<file path="config.mk">
export PLATFORM = sky130hd
export DESIGN_NAME = pirq_router
export DESIGN_NICKNAME = d
export VERILOG_FILES = /design/src/rtl/pirq_pkg.sv /design/src/rtl/pirq_swizzle.sv /design/src/rtl/pirq_map.sv /design/src/rtl/pirq_router.sv
export SDC_FILE = /design/constraint.sdc
export NUM_CORES = 1
export LEC_CHECK = 0
export ABC_AREA = 1
export BUFFER_PORTS_ARGS = -buffer_cell sky130_fd_sc_hd__buf_2
export CAP_MARGIN = 20
export CORE_MARGIN = 2
export CORE_UTILIZATION = 40
export CTS_BUF_LIST = sky130_fd_sc_hd__clkbuf_2 sky130_fd_sc_hd__clkbuf_4 sky130_fd_sc_hd__clkbuf_8
export DETAILED_ROUTE_END_ITERATION = 10
export GPL_TIMING_DRIVEN = 1
export PLACE_DENSITY_LB_ADDON = 0.12
export SYNTH_ARGS = -nofsm -noshare
export SYNTH_HDL_FRONTEND = slang
export SYNTH_SLANG_ARGS = --single-unit
</file>
<file path="constraint.sdc">
create_clock -name clk -period 2.88 [get_ports clk]
set_input_delay 0.576 -clock clk [delete_from_list [all_inputs] [get_ports clk]]
set_output_delay 0.576 -clock clk [all_outputs]
set_load 0.03 [all_outputs]
</file>
<file path="src/rtl/pirq_pkg.sv">
package pirq_pkg;

    localparam int PIRQ_N    = 4;
    localparam int ISA_N     = 16;
    localparam int REG_W     = 8;
    localparam int IRQ_NUM_W = 4;
    localparam int DIS_BIT   = 7;
    localparam int SEL_W     = 3;

    // IRQ numbers that may never be driven: 0, 1, 2, 8, 13
    localparam logic [ISA_N-1:0] RESV_IRQ_MASK = 16'h2107;
    localparam logic [REG_W-1:0] ROUTE_RST     = 8'h80;

    typedef enum logic [SEL_W-1:0] {
        SEL_PIRQ_A  = 3'd0,
        SEL_PIRQ_B  = 3'd1,
        SEL_PIRQ_C  = 3'd2,
        SEL_PIRQ_D  = 3'd3,
        SEL_TRIG_LO = 3'd4,
        SEL_TRIG_HI = 3'd5
    } cfg_sel_e;

    typedef logic [REG_W-1:0] route_t;

    typedef struct packed {
        route_t [PIRQ_N-1:0] route;
        logic   [ISA_N-1:0]  trig;
        logic   [ISA_N-1:0]  irq;
    } rtr_state_t;

endpackage

</file>
<file path="src/rtl/pirq_swizzle.sv">
module pirq_swizzle
    import pirq_pkg::*;
#(
    parameter int NUM_DEV = 8,
    parameter int SLOT_W  = 5
) (
    input  logic [NUM_DEV*PIRQ_N-1:0] pin_lvl,
    input  logic [NUM_DEV*SLOT_W-1:0] dev_slot,
    output logic [PIRQ_N-1:0]         pirq_lvl
);

    logic [NUM_DEV-1:0][PIRQ_N-1:0] dev_rot;

    for (genvar d = 0; d < NUM_DEV; d++) begin : g_dev
        logic [1:0]        shift;
        logic [PIRQ_N-1:0] rot;

        // slot - 1 modulo 4, written as slot + 3 so slot 0 wraps cleanly
        assign shift = 2'((dev_slot[d*SLOT_W +: SLOT_W] + SLOT_W'(PIRQ_N - 1))
                          % SLOT_W'(PIRQ_N));

        always_comb begin
            rot = '0;
            for (int p = 0; p < PIRQ_N; p++) begin
                rot[2'(p) + shift] = pin_lvl[d*PIRQ_N + p];
            end
        end

        assign dev_rot[d] = rot;
    end

    always_comb begin
        pirq_lvl = '0;
        for (int d = 0; d < NUM_DEV; d++) begin
            pirq_lvl = pirq_lvl | dev_rot[d];
        end
    end

endmodule

</file>
<file path="src/rtl/pirq_map.sv">
module pirq_map
    import pirq_pkg::*;
(
    input  logic [PIRQ_N-1:0]                pirq_lvl,
    input  logic [PIRQ_N-1:0]                route_off,
    input  logic [PIRQ_N-1:0][IRQ_NUM_W-1:0] route_num,
    output logic [ISA_N-1:0]                 isa_lvl
);

    logic [PIRQ_N-1:0] live;

    for (genvar i = 0; i < PIRQ_N; i++) begin : g_line
        assign live[i] = pirq_lvl[i] & ~route_off[i] & ~RESV_IRQ_MASK[route_num[i]];
    end

    for (genvar k = 0; k < ISA_N; k++) begin : g_isa
        logic [PIRQ_N-1:0] hit;
        for (genvar i = 0; i < PIRQ_N; i++) begin : g_cmp
            assign hit[i] = live[i] && (route_num[i] == IRQ_NUM_W'(k));
        end
        assign isa_lvl[k] = |hit;
    end

endmodule

</file>
<file path="src/rtl/pirq_router.sv">
module pirq_router
    import pirq_pkg::*;
#(
    parameter int NUM_DEV = 8,
    parameter int SLOT_W  = 5
) (
    input  logic                      clk,
    input  logic                      rst_n,
    input  logic [NUM_DEV*4-1:0]      dev_int_lvl,
    input  logic [NUM_DEV*SLOT_W-1:0] dev_slot,
    input  logic                      cfg_wr,
    input  logic [2:0]                cfg_sel,
    input  logic [7:0]                cfg_wdata,
    output logic [7:0]                cfg_rdata,
    output logic [15:0]               irq_out,
    output logic [15:0]               trig_level
);

    localparam int HALF = ISA_N / 2;

    rtr_state_t st_d, st_q;

    logic [PIRQ_N-1:0]                pirq_lvl;
    logic [PIRQ_N-1:0]                route_off;
    logic [PIRQ_N-1:0][IRQ_NUM_W-1:0] route_num;
    logic [ISA_N-1:0]                 isa_lvl;
    logic [PIRQ_N-1:0][REG_W-1:0]     route_cur;

    for (genvar i = 0; i < PIRQ_N; i++) begin : g_fields
        assign route_off[i] = st_q.route[i][DIS_BIT];
        assign route_num[i] = st_q.route[i][IRQ_NUM_W-1:0];
    end

    assign route_cur = st_q.route;

    pirq_swizzle #(
        .NUM_DEV (NUM_DEV),
        .SLOT_W  (SLOT_W)
    ) u_swizzle (
        .pin_lvl  (dev_int_lvl),
        .dev_slot (dev_slot),
        .pirq_lvl (pirq_lvl)
    );

    pirq_map u_map (
        .pirq_lvl  (pirq_lvl),
        .route_off (route_off),
        .route_num (route_num),
        .isa_lvl   (isa_lvl)
    );

    always_comb begin
        st_d     = st_q;
        st_d.irq = isa_lvl;
        if (cfg_wr) begin
            case (cfg_sel_e'(cfg_sel))
                SEL_PIRQ_A, SEL_PIRQ_B, SEL_PIRQ_C, SEL_PIRQ_D:
                    st_d.route[cfg_sel[1:0]] = cfg_wdata;
                SEL_TRIG_LO: st_d.trig[HALF-1:0]     = cfg_wdata;
                SEL_TRIG_HI: st_d.trig[ISA_N-1:HALF] = cfg_wdata;
                default: ;
            endcase
        end
    end

    always_ff @(posedge clk or negedge rst_n) begin
        if (!rst_n) begin
            st_q.route <= {PIRQ_N{ROUTE_RST}};
            st_q.trig  <= '0;
            st_q.irq   <= '0;
        end else begin
            st_q <= st_d;
        end
    end

    always_comb begin
        case (cfg_sel_e'(cfg_sel))
            SEL_PIRQ_A, SEL_PIRQ_B, SEL_PIRQ_C, SEL_PIRQ_D:
                cfg_rdata = st_q.route[cfg_sel[1:0]];
            SEL_TRIG_LO: cfg_rdata = st_q.trig[HALF-1:0];
            SEL_TRIG_HI: cfg_rdata = st_q.trig[ISA_N-1:HALF];
            default:     cfg_rdata = '0;
        endcase
    end

    assign irq_out    = st_q.irq;
    assign trig_level = st_q.trig;

endmodule

</file>
==> results of run 1 <==
cells by family (layout without fill, tap and decap cells):
logic type	count (synthesis)	after routing
buffers and inverters	110	200
AO/OA/AOI/OAI	78	78
other	1	5
flip-flops	64	64
AND/OR/NAND/NOR	498	498
per-layer routing:
| metal | GRT usage (%) | share of wire, % |
|---|---|---|
| met1 | 27.82 | 46 |
| met2 | 34.75 | 47 |
| met3 | 3.706 | 5.5 |
| met4 | 6.260 | 1.7 |
| met5 | 0 | 0 |
layout by cell type (no fill, tap or decap), types with 13 or more instances in the layout:
cell	count
sky130_fd_sc_hd__nor2_1	97
sky130_fd_sc_hd__buf_2	101
sky130_fd_sc_hd__inv_2	13
sky130_fd_sc_hd__o21ai_0	36
sky130_fd_sc_hd__nor3_1	13
sky130_fd_sc_hd__a22oi_1	17
sky130_fd_sc_hd__dfrtp_1	60
sky130_fd_sc_hd__nand2_1	236
sky130_fd_sc_hd__nand3_2	25
sky130_fd_sc_hd__inv_1	48
sky130_fd_sc_hd__clkinv_1	16
sky130_fd_sc_hd__nand3_1	110
registers in the layout, summed over array words and instances, names as in the netlist:
signal and count:
route_cur 32, irq_out 16, trig_level 16
through the flow:
| stage | hold slack, ns | total power [mW] |
|---|---|---|
| after floorplan | 0.2804 | 1.926 |
| after global placement | 0.4675 | 2.199 |
| after detailed placement | 0.4759 | 2.225 |
| after CTS | 0.4330 | 3.006 |
| after global routing | 0.4550 | 3.196 |
| final | 0.3892 | 2.986 |
power groups by stage:
stage	Sequential (mW)	Clock [mW]	Combinational, mW
after global placement	1.20	0	1.00
after CTS	1.19	0.794	1.03
final	1.19	0.771	1.03
after floorplan	1.31	0	0.619
after detailed placement	1.20	0	1.02
after global routing	1.21	0.834	1.15
final cells by class:
type	count	share of cell area, %
clock buffers	13	2.767
clock inverters	3	0.7647
inverters	80	5.533
multi-input cells	581	49.26
flip-flops and latches	64	28.88
well taps	147	3.306
repair buffers	104	9.492
how the worst min path moves through the flow:
| stage | from | end | cells after the start |
|---|---|---|---|
| 2_1_floorplan | rst_n | irq_out[0] | 0 |
| 3_3_place_gp | route_cur[4] | route_cur[4] | 2 |
| 3_5_place_dp | route_cur[20] | route_cur[20] | 2 |
| 4_1_cts | rst_n | irq_out[8] | 2 |
| 5_1_grt | rst_n | irq_out[8] | 2 |
| 6_report | rst_n | irq_out[0] | 2 |
==> results.txt, run 1 <==
The vias after detailed routing is 5067. The number of setup violations in the final report is 0. The largest net degree at the start of global routing is 65.

The type of the worst setup path is primary input to output port. The area taken by flip-flops and latches is 0.001607 mm^2. The actual slew at the worst max-slew pin came out at 0.9479 ns. The XOR/XNOR share of the synthesized area came out at 0%.

The clock share of power is 25.8%. The overall die height is 114.4 um. The number of buffers added to fix hold violations after cts came out at 0. The pre-antenna-repair detailed-routing pass consisted of 5 iterations.

The maximum number of buffers from clock root to sink came out at 2. The peak supply drop is 0.0003449 V. The part of the total power dissipated in sequential elements came out at 39.8%. STA classifies the critical path startpoint as a primary input. By instance count, the cell type seen most on the critical path is sky130_fd_sc_hd__nand2_1. The initial cell density of the core came out at 40.75%. The dominant combinational cell family by area after synthesis is simple AND/OR/NAND/NOR gates. The clock transition at the register clock pins on the worst setup and hold paths after CTS came out at 0.07 ns. The total CTS buffers came out at 9. The count of endpoints failing hold in the final timing report came out at 0.

The number of clock sinks came out at 64. After synthesis, the most frequently instantiated cells are sky130_fd_sc_hd__nand2_1, sky130_fd_sc_hd__nand3_1, sky130_fd_sc_hd__nor2_1, sky130_fd_sc_hd__dfrtp_1, sky130_fd_sc_hd__inv_1. The highest clock rate came out at 0.4425 GHz. The number of flip-flops and latches in the synthesized netlist came out at 64. In this run the clock root is driven by a sky130_fd_sc_hd__clkbuf_8.

The die covers 0.01309 mm^2. The static leakage power is 2.992 nW. Of the available clock period, the critical path in the final layout requires 78.46%. Once placement completed, the tool counted placed cells totaling 976. The total length of routed wires is 13.19 mm. The average instance in the mapped netlist occupies 6.491 um^2. The count of standard-cell rows is 40.

The aggregate global routing overflow came out at 0. The number of distinct library cells after synthesis is 28. Summed over its instances, the top area cell type makes up 30.80% of the synthesized netlist area. The count of flip-flops with a built-in enable after synthesis came out at 0. The initial antenna violation count was 0. The overall global routing resource usage is 20.90%. The end-of-flow core utilization is 46.51%. In this run, post-CTS repair resized a total of 0 instances.

For the worst setup path, the data required time is 2.30 ns. The final cell count without fillers is 992. The worst register-to-register path begins at route_cur[3]. Summing all multi-input logic gate instances after layout gives 0.002740 mm^2. The routed design could run at a clock period as short as 2.260 ns. The weighted congestion reported at the end of routability-driven placement came out at 0.8689. The summed negative setup slack over all endpoints came out at 0 ns. The maximum net fanout on the critical path is 5.

The fraction of registers with async set or reset after synthesis came out at 100.0%. The HPWL after detailed placement is 10.26 mm. In this run the tightest slew margin relative to its limit is 36.47%. The number of fill cells came out at 1275. TritonCTS built the clock tree.

Together, buffers and inverters on the worst path number 4. The post-CTS setup buffer count came out at 0. The placeable core region came out at 0.01196 mm^2. The largest total area in the synthesized netlist belongs to sky130_fd_sc_hd__dfrtp_1.

The total inserted antenna cells is 0. The fraction of power consumed by combinational cells came out at 34.3%. In this design, the largest share of critical-path delay is due to buffers and inverters. The share of synthesized area occupied by flip-flops and latches is 32.96%.

The critical path goes through buf_2 -> inv_2 -> nand2_1 -> inv_1 -> a22oi_1 -> nand2_1 -> a22oi_1 -> nand2_1 -> buf_2. The internal power contribution came out at 1.809 mW. For this run, the leading register cell type out of synthesis is sky130_fd_sc_hd__dfrtp_1. After Yosys synthesis, full adders, half adders and majority gates account for 0% of the synthesized area.

The largest stage delay on the critical path came out at 0.18 ns. The cell count of the worst reg-to-reg path is 7. The synthesized instance count came out at 751. The final count of pins violating max slew came to 0. Setup slack on the worst reg-to-reg path comes out at 0.97 ns. The first global-routing pass estimated 21.83 mm of wire. In this run the cell area of the synthesized design comes to 0.004875 mm^2. Port buffering added 101 buffers. The arrival time of the worst setup path came out at 1.68 ns.

The class of the tightest hold or removal check is primary input to async pin. The count of cell instances traversed by the critical path came out at 9. Among all cell types in the netlist, the one instantiated most often is sky130_fd_sc_hd__nand2_1. The residual DRC count came out at 0. The smallest setup slack after layout is 0.6202 ns. The terminus of the critical flop-to-flop path is irq_out[5]. The critical path starts at cfg_sel[0]. Setup repair after global routing left no endpoint under its margin. The net total in the final layout is 926. The placement-stage cell area came out at 0.005366 mm^2.

The post-route clock skew is 0.009435 ns. The fraction of power spent switching nets came out at 39.41%. The largest individual stage delay along the critical path comes from the cell sky130_fd_sc_hd__buf_2. The via count of the first global-routing pass is 4594.

The run finished with clean final reports. The simple logic cell fraction of the synthesized area is 46.05%. In this run the count of I/O pins placed on the die edge is 126. The power dissipated by switching net loads is 1.177 mW. The via-per-instance ratio is 5.108. The x dimension of the die is 114.4 um.

The final design instance area without fill came out at 0.005563 mm^2. The iteration-0 DRC count of the detailed router came out at 478. The mux cell area share after synthesis came out at 0%. After detailed routing, the average wire length per cell comes to 13.29 um. The areal power density over the cells is 536.8 mW/mm^2.

The fraction of the mapped netlist area in compound gates came out at 9.779%. The worst setup path is captured at an output port. The level count of the clock H-tree came out at 3.

The residual antenna-violating net count after detailed routing came out at 0. The signed area change from the synthesized netlist to the final layout came out at 14.12%. Ranked by total cell area, the synthesized netlist is headed by sky130_fd_sc_hd__dfrtp_1, sky130_fd_sc_hd__nand2_1, sky130_fd_sc_hd__nand3_1.

The endpoint of the worst setup timing path is cfg_rdata[4]. The pre-CTS worst setup slack came out at 0.6315 ns. For the worst-skew pair, the clock arrives at the later sink with an insertion delay of 0.34 ns. The total number of yosys warnings came out at 0.

Across the run, the number of max-cap violations was 0. The ratio of cells with drive above 1 in the final layout came out at 22.37%.
Power figures use the tool's default switching activity.
==> run 2, diff against run 1 <==
- ABC_AREA: 1 -> 0
- clock period: 2.88 -> 2 ns (I/O delays scaled with it)
==> results.txt, run 2 <==
The overall global routing resource usage is 20.33% (was 20.90%). The areal power density over the cells came to 889.8 mW/mm^2 (was 536.8 mW/mm^2). The first-pass GRT wire length came out at 18.26 mm (was 21.83 mm). The number of clock sinks is 64 (unchanged).

The max-capacitance violation count came out at 0 (unchanged). The final worst-path cycle share is 98.58%. The initial cell density of the core came out at 40.84% (was 40.75%). The x dimension of the die is 106.4 um (was 114.4 um). The mean area per synthesized cell is 12.06 um^2 (was 6.491 um^2).

The number of fill cells came out at 922 (was 1275). The cell at the root of the clock tree is sky130_fd_sc_hd__clkbuf_8 (unchanged). The overall die height is 106.4 um (was 114.4 um). The area of the die came out at 0.01133 mm^2 (was 0.01309 mm^2). The vias after detailed routing is 3555 (was 5067). The residual antenna-violating net count after detailed routing is 0 (unchanged). The pre-CTS worst setup slack is -0.1904 ns (was 0.6315 ns).

The signed area change from the synthesized netlist to the final layout is 33.29% (was 14.12%). The weighted congestion reported at the end of routability-driven placement came to 0.8847 (was 0.8689). Setup repair after global routing missed its margin: yes (was no). The arrival time of the worst setup path is 1.57 ns (was 1.68 ns). The met3 track utilization from global routing came to 2.882% (was 3.706%). The HPWL after detailed placement is 8.454 mm (was 10.26 mm). The summed negative setup slack over all endpoints was 0 ns (unchanged). The total CTS buffers is 9 (unchanged). The library cell with the highest instance count after synthesis is sky130_fd_sc_hd__dfrtp_1 (was sky130_fd_sc_hd__nand2_1). The count of flip-flops with a built-in enable after synthesis is 0 (unchanged). The total I/O pin count came out at 126 (unchanged). Most instantiated cells after synthesis: sky130_fd_sc_hd__dfrtp_1, sky130_fd_sc_hd__mux2_2, sky130_fd_sc_hd__mux4_2, sky130_fd_sc_hd__nand4_1, sky130_fd_sc_hd__nor2_1 (was sky130_fd_sc_hd__nand2_1, sky130_fd_sc_hd__nand3_1, sky130_fd_sc_hd__nor2_1, sky130_fd_sc_hd__dfrtp_1, sky130_fd_sc_hd__inv_1).

The count of buffers inserted at the top-level ports came out at 101 (unchanged). The maximum number of buffers from clock root to sink came out at 2 (unchanged). The aggregate global routing overflow is 0 (unchanged).

The placement-stage cell area is 0.005181 mm^2 (was 0.005366 mm^2). Outcome: completed (unchanged). The level count of the clock H-tree is 3 (unchanged). The number of setup violations in the final report is 0 (unchanged). The total inserted antenna cells came out at 0 (unchanged). The kind of launch point of the worst setup path is a flop (was primary input). The number of flip-flops under the largest register name was 32 (unchanged). The total length of routed wires came out at 11.16 mm (was 13.19 mm). The net total in the final layout came out at 594 (was 926). The fraction of registers with async set or reset after synthesis came out at 100.0% (unchanged). The placeable core region came to 0.01028 mm^2 (was 0.01196 mm^2). The worst hold slack across all endpoints is 0.05601 ns (was 0.3892 ns). The smallest setup slack after layout was 0.02848 ns (was 0.6202 ns). The actual slew at the worst max-slew pin came out at 0.5454 ns (was 0.9479 ns). The total standard cell area after synthesis came out at 0.004198 mm^2 (was 0.004875 mm^2). The met1 layer usage reported by global route is 29.50% (was 27.82%). The residual DRC count was 0 (unchanged). The share of synthesized area occupied by flip-flops and latches came out at 38.27% (was 32.96%). The final critical path time including I/O delays and setup came out at 1.972 ns. The static leakage power came out at 2.500 nW (was 2.992 nW). The dominant synthesized flop cell is sky130_fd_sc_hd__dfrtp_1 (unchanged). The total number of yosys warnings came out at 0 (unchanged).

The number of placed instances, taps included is 619 (was 976). The final count of pins violating max slew is 0 (unchanged). The maximum net fanout on the critical path is 5 (unchanged). Top area cells in the synthesized netlist: sky130_fd_sc_hd__dfrtp_1, sky130_fd_sc_hd__mux4_2, sky130_fd_sc_hd__mux2_2 (was sky130_fd_sc_hd__dfrtp_1, sky130_fd_sc_hd__nand2_1, sky130_fd_sc_hd__nand3_1). The number of buffers added to fix hold violations after cts came out at 0 (unchanged).

The kind of end point of the critical path is an output port (unchanged). The via count of the first global-routing pass is 3537 (was 4594). The final cell count without fillers was 649 (was 992).

The via-per-instance ratio is 5.478 (was 5.108). The largest net degree at the start of global routing is 65 (unchanged). The class of the tightest hold or removal check is primary input to async pin (unchanged). The post-route clock skew was 0.01394 ns (was 0.009435 ns). The count of endpoints failing hold in the final timing report came out at 0 (unchanged).

The count of standard-cell rows came out at 37 (was 40). The mean routed wirelength per cell came out at 17.20 um (was 13.29 um). The peak supply drop came to 0.0003655 V (was 0.0003449 V).

The layer with the highest usage after global routing is met2 (unchanged). The number of iterations in the first detailed-routing pass is 4 (was 5). The iteration-0 DRC count of the detailed router was 155 (was 478). The relative slew slack is 63.57% (was 36.47%). The final design instance area without fill came out at 0.005595 mm^2 (was 0.005563 mm^2).

The worst path required time was 1.60 ns (was 2.30 ns). The CTS tree is built (unchanged). The end-of-flow core utilization came to 54.44% (was 46.51%).

Top library cells by usage in the layout, fill and taps aside: sky130_fd_sc_hd__buf_2, sky130_fd_sc_hd__buf_4, sky130_fd_sc_hd__mux2_2, sky130_fd_sc_hd__dfrtp_1, sky130_fd_sc_hd__mux4_2 (was sky130_fd_sc_hd__nand2_1, sky130_fd_sc_hd__nand3_1, sky130_fd_sc_hd__buf_2). The largest area contributor in the netlist is sky130_fd_sc_hd__dfrtp_1 (unchanged). The number of flip-flops and latches in the synthesized netlist is 64 (unchanged). The clock transition at the register clock pins on the worst setup and hold paths after CTS came out at 0.08 ns (was 0.07 ns).

The highest clock rate is 0.5072 GHz. The most common library cell in the layout ignoring fill and taps is sky130_fd_sc_hd__buf_2 (was sky130_fd_sc_hd__nand2_1). The initial antenna violation count came to 0 (unchanged). The worst-skew pair later-pin latency came to 0.35 ns (was 0.34 ns).

The routing usage on met2 was 32.28% (was 34.75%). The top-area cell type share of the netlist area is 35.77% (was 30.80%). The ratio of cells with drive above 1 in the final layout came to 57.70% (was 22.37%). The type of the worst setup path is flop to output port (was primary input to output port). The total power is 4.979 mW (was 2.986 mW). The number of distinct library cells after synthesis is 46 (was 28). The synthesized instance count came out at 348 (was 751).
## run 2: cell count changes after synthesis, moves of 16 or more
cell / change
sky130_fd_sc_hd__o21ai_0: -28
sky130_fd_sc_hd__nor2_1: -82
sky130_fd_sc_hd__clkinv_1: -16
sky130_fd_sc_hd__mux4_2: +31
sky130_fd_sc_hd__inv_1: -37
sky130_fd_sc_hd__nand3_2: -25
sky130_fd_sc_hd__nand3_1: -100
sky130_fd_sc_hd__mux2_2: +50
sky130_fd_sc_hd__nand2_1: -226
sky130_fd_sc_hd__a22oi_1: -17
## run 2: cell type report
class	count	area, um^2	share of cell area [%]
inverter	11	41.29	0.7379
sequential	64	1619	28.94
multi-input combinational	253	2446	43.72
timing repair buffer	169	1070	19.12
clock inverter	7	125.1	2.236
tap	136	170.2	3.041
clock buffer	9	123.9	2.214
## run 2: kinds of logic after synthesis
group | after synthesis | synth area share, %
AO/OA/AOI/OAI | 39 | 6.289
multiplexers | 96 | 34.40
flip-flops | 64 | 38.27
other | 1 | 0.08933
AND/OR/NAND/NOR | 113 | 16.69
buffers and inverters | 35 | 4.262
## run 2: repair_timing
action,CTS,global route
setup endpoints to repair,8,6
endpoints found under the hold margin,0,0
cloned,0,0
setup buffers,5,9
pin swaps,0,0
gates resized for setup,15,13
## run 2: critical path, cell delays in order (launching register included)
cell and delay [ns]:
sky130_fd_sc_hd__dfrtp_2 0.43, sky130_fd_sc_hd__mux4_2 0.49, sky130_fd_sc_hd__inv_2 0.07, sky130_fd_sc_hd__o22ai_2 0.07
sky130_fd_sc_hd__buf_6 0.16
## run 2: worst paths after layout
| kind | start | to | slack, ns | depth (start not counted) |
|---|---|---|---|---|
| min | rst_n | irq_out[5] | 0.06 | 2 |
| max | route_cur[17] | cfg_rdata[1] | 0.03 | 4 |
| max reg2reg | route_cur[8] | irq_out[12] | 0.39 | 5 |
| max in group asynchronous | rst_n | route_cur[23] | 1.62 | 2 |
| min reg2reg | route_cur[22] | route_cur[22] | 0.51 | 1 |
| min in group clk | cfg_wdata[7] | trig_level[15] | 0.36 | 2 |
## run 2: power breakdown
part / switching, mW / internal, mW / total, mW
clock network: 0.567 / 0.843 / 1.41
registers: 0.162 / 1.59 / 1.75
logic: 1.00 / 0.819 / 1.82
## run 2: layer usage
layer  wire (um)  share of wire (%)
met5           0                  0
met4          91               0.82
met3         458                4.1
met2        5309                 48
met1        5305                 48
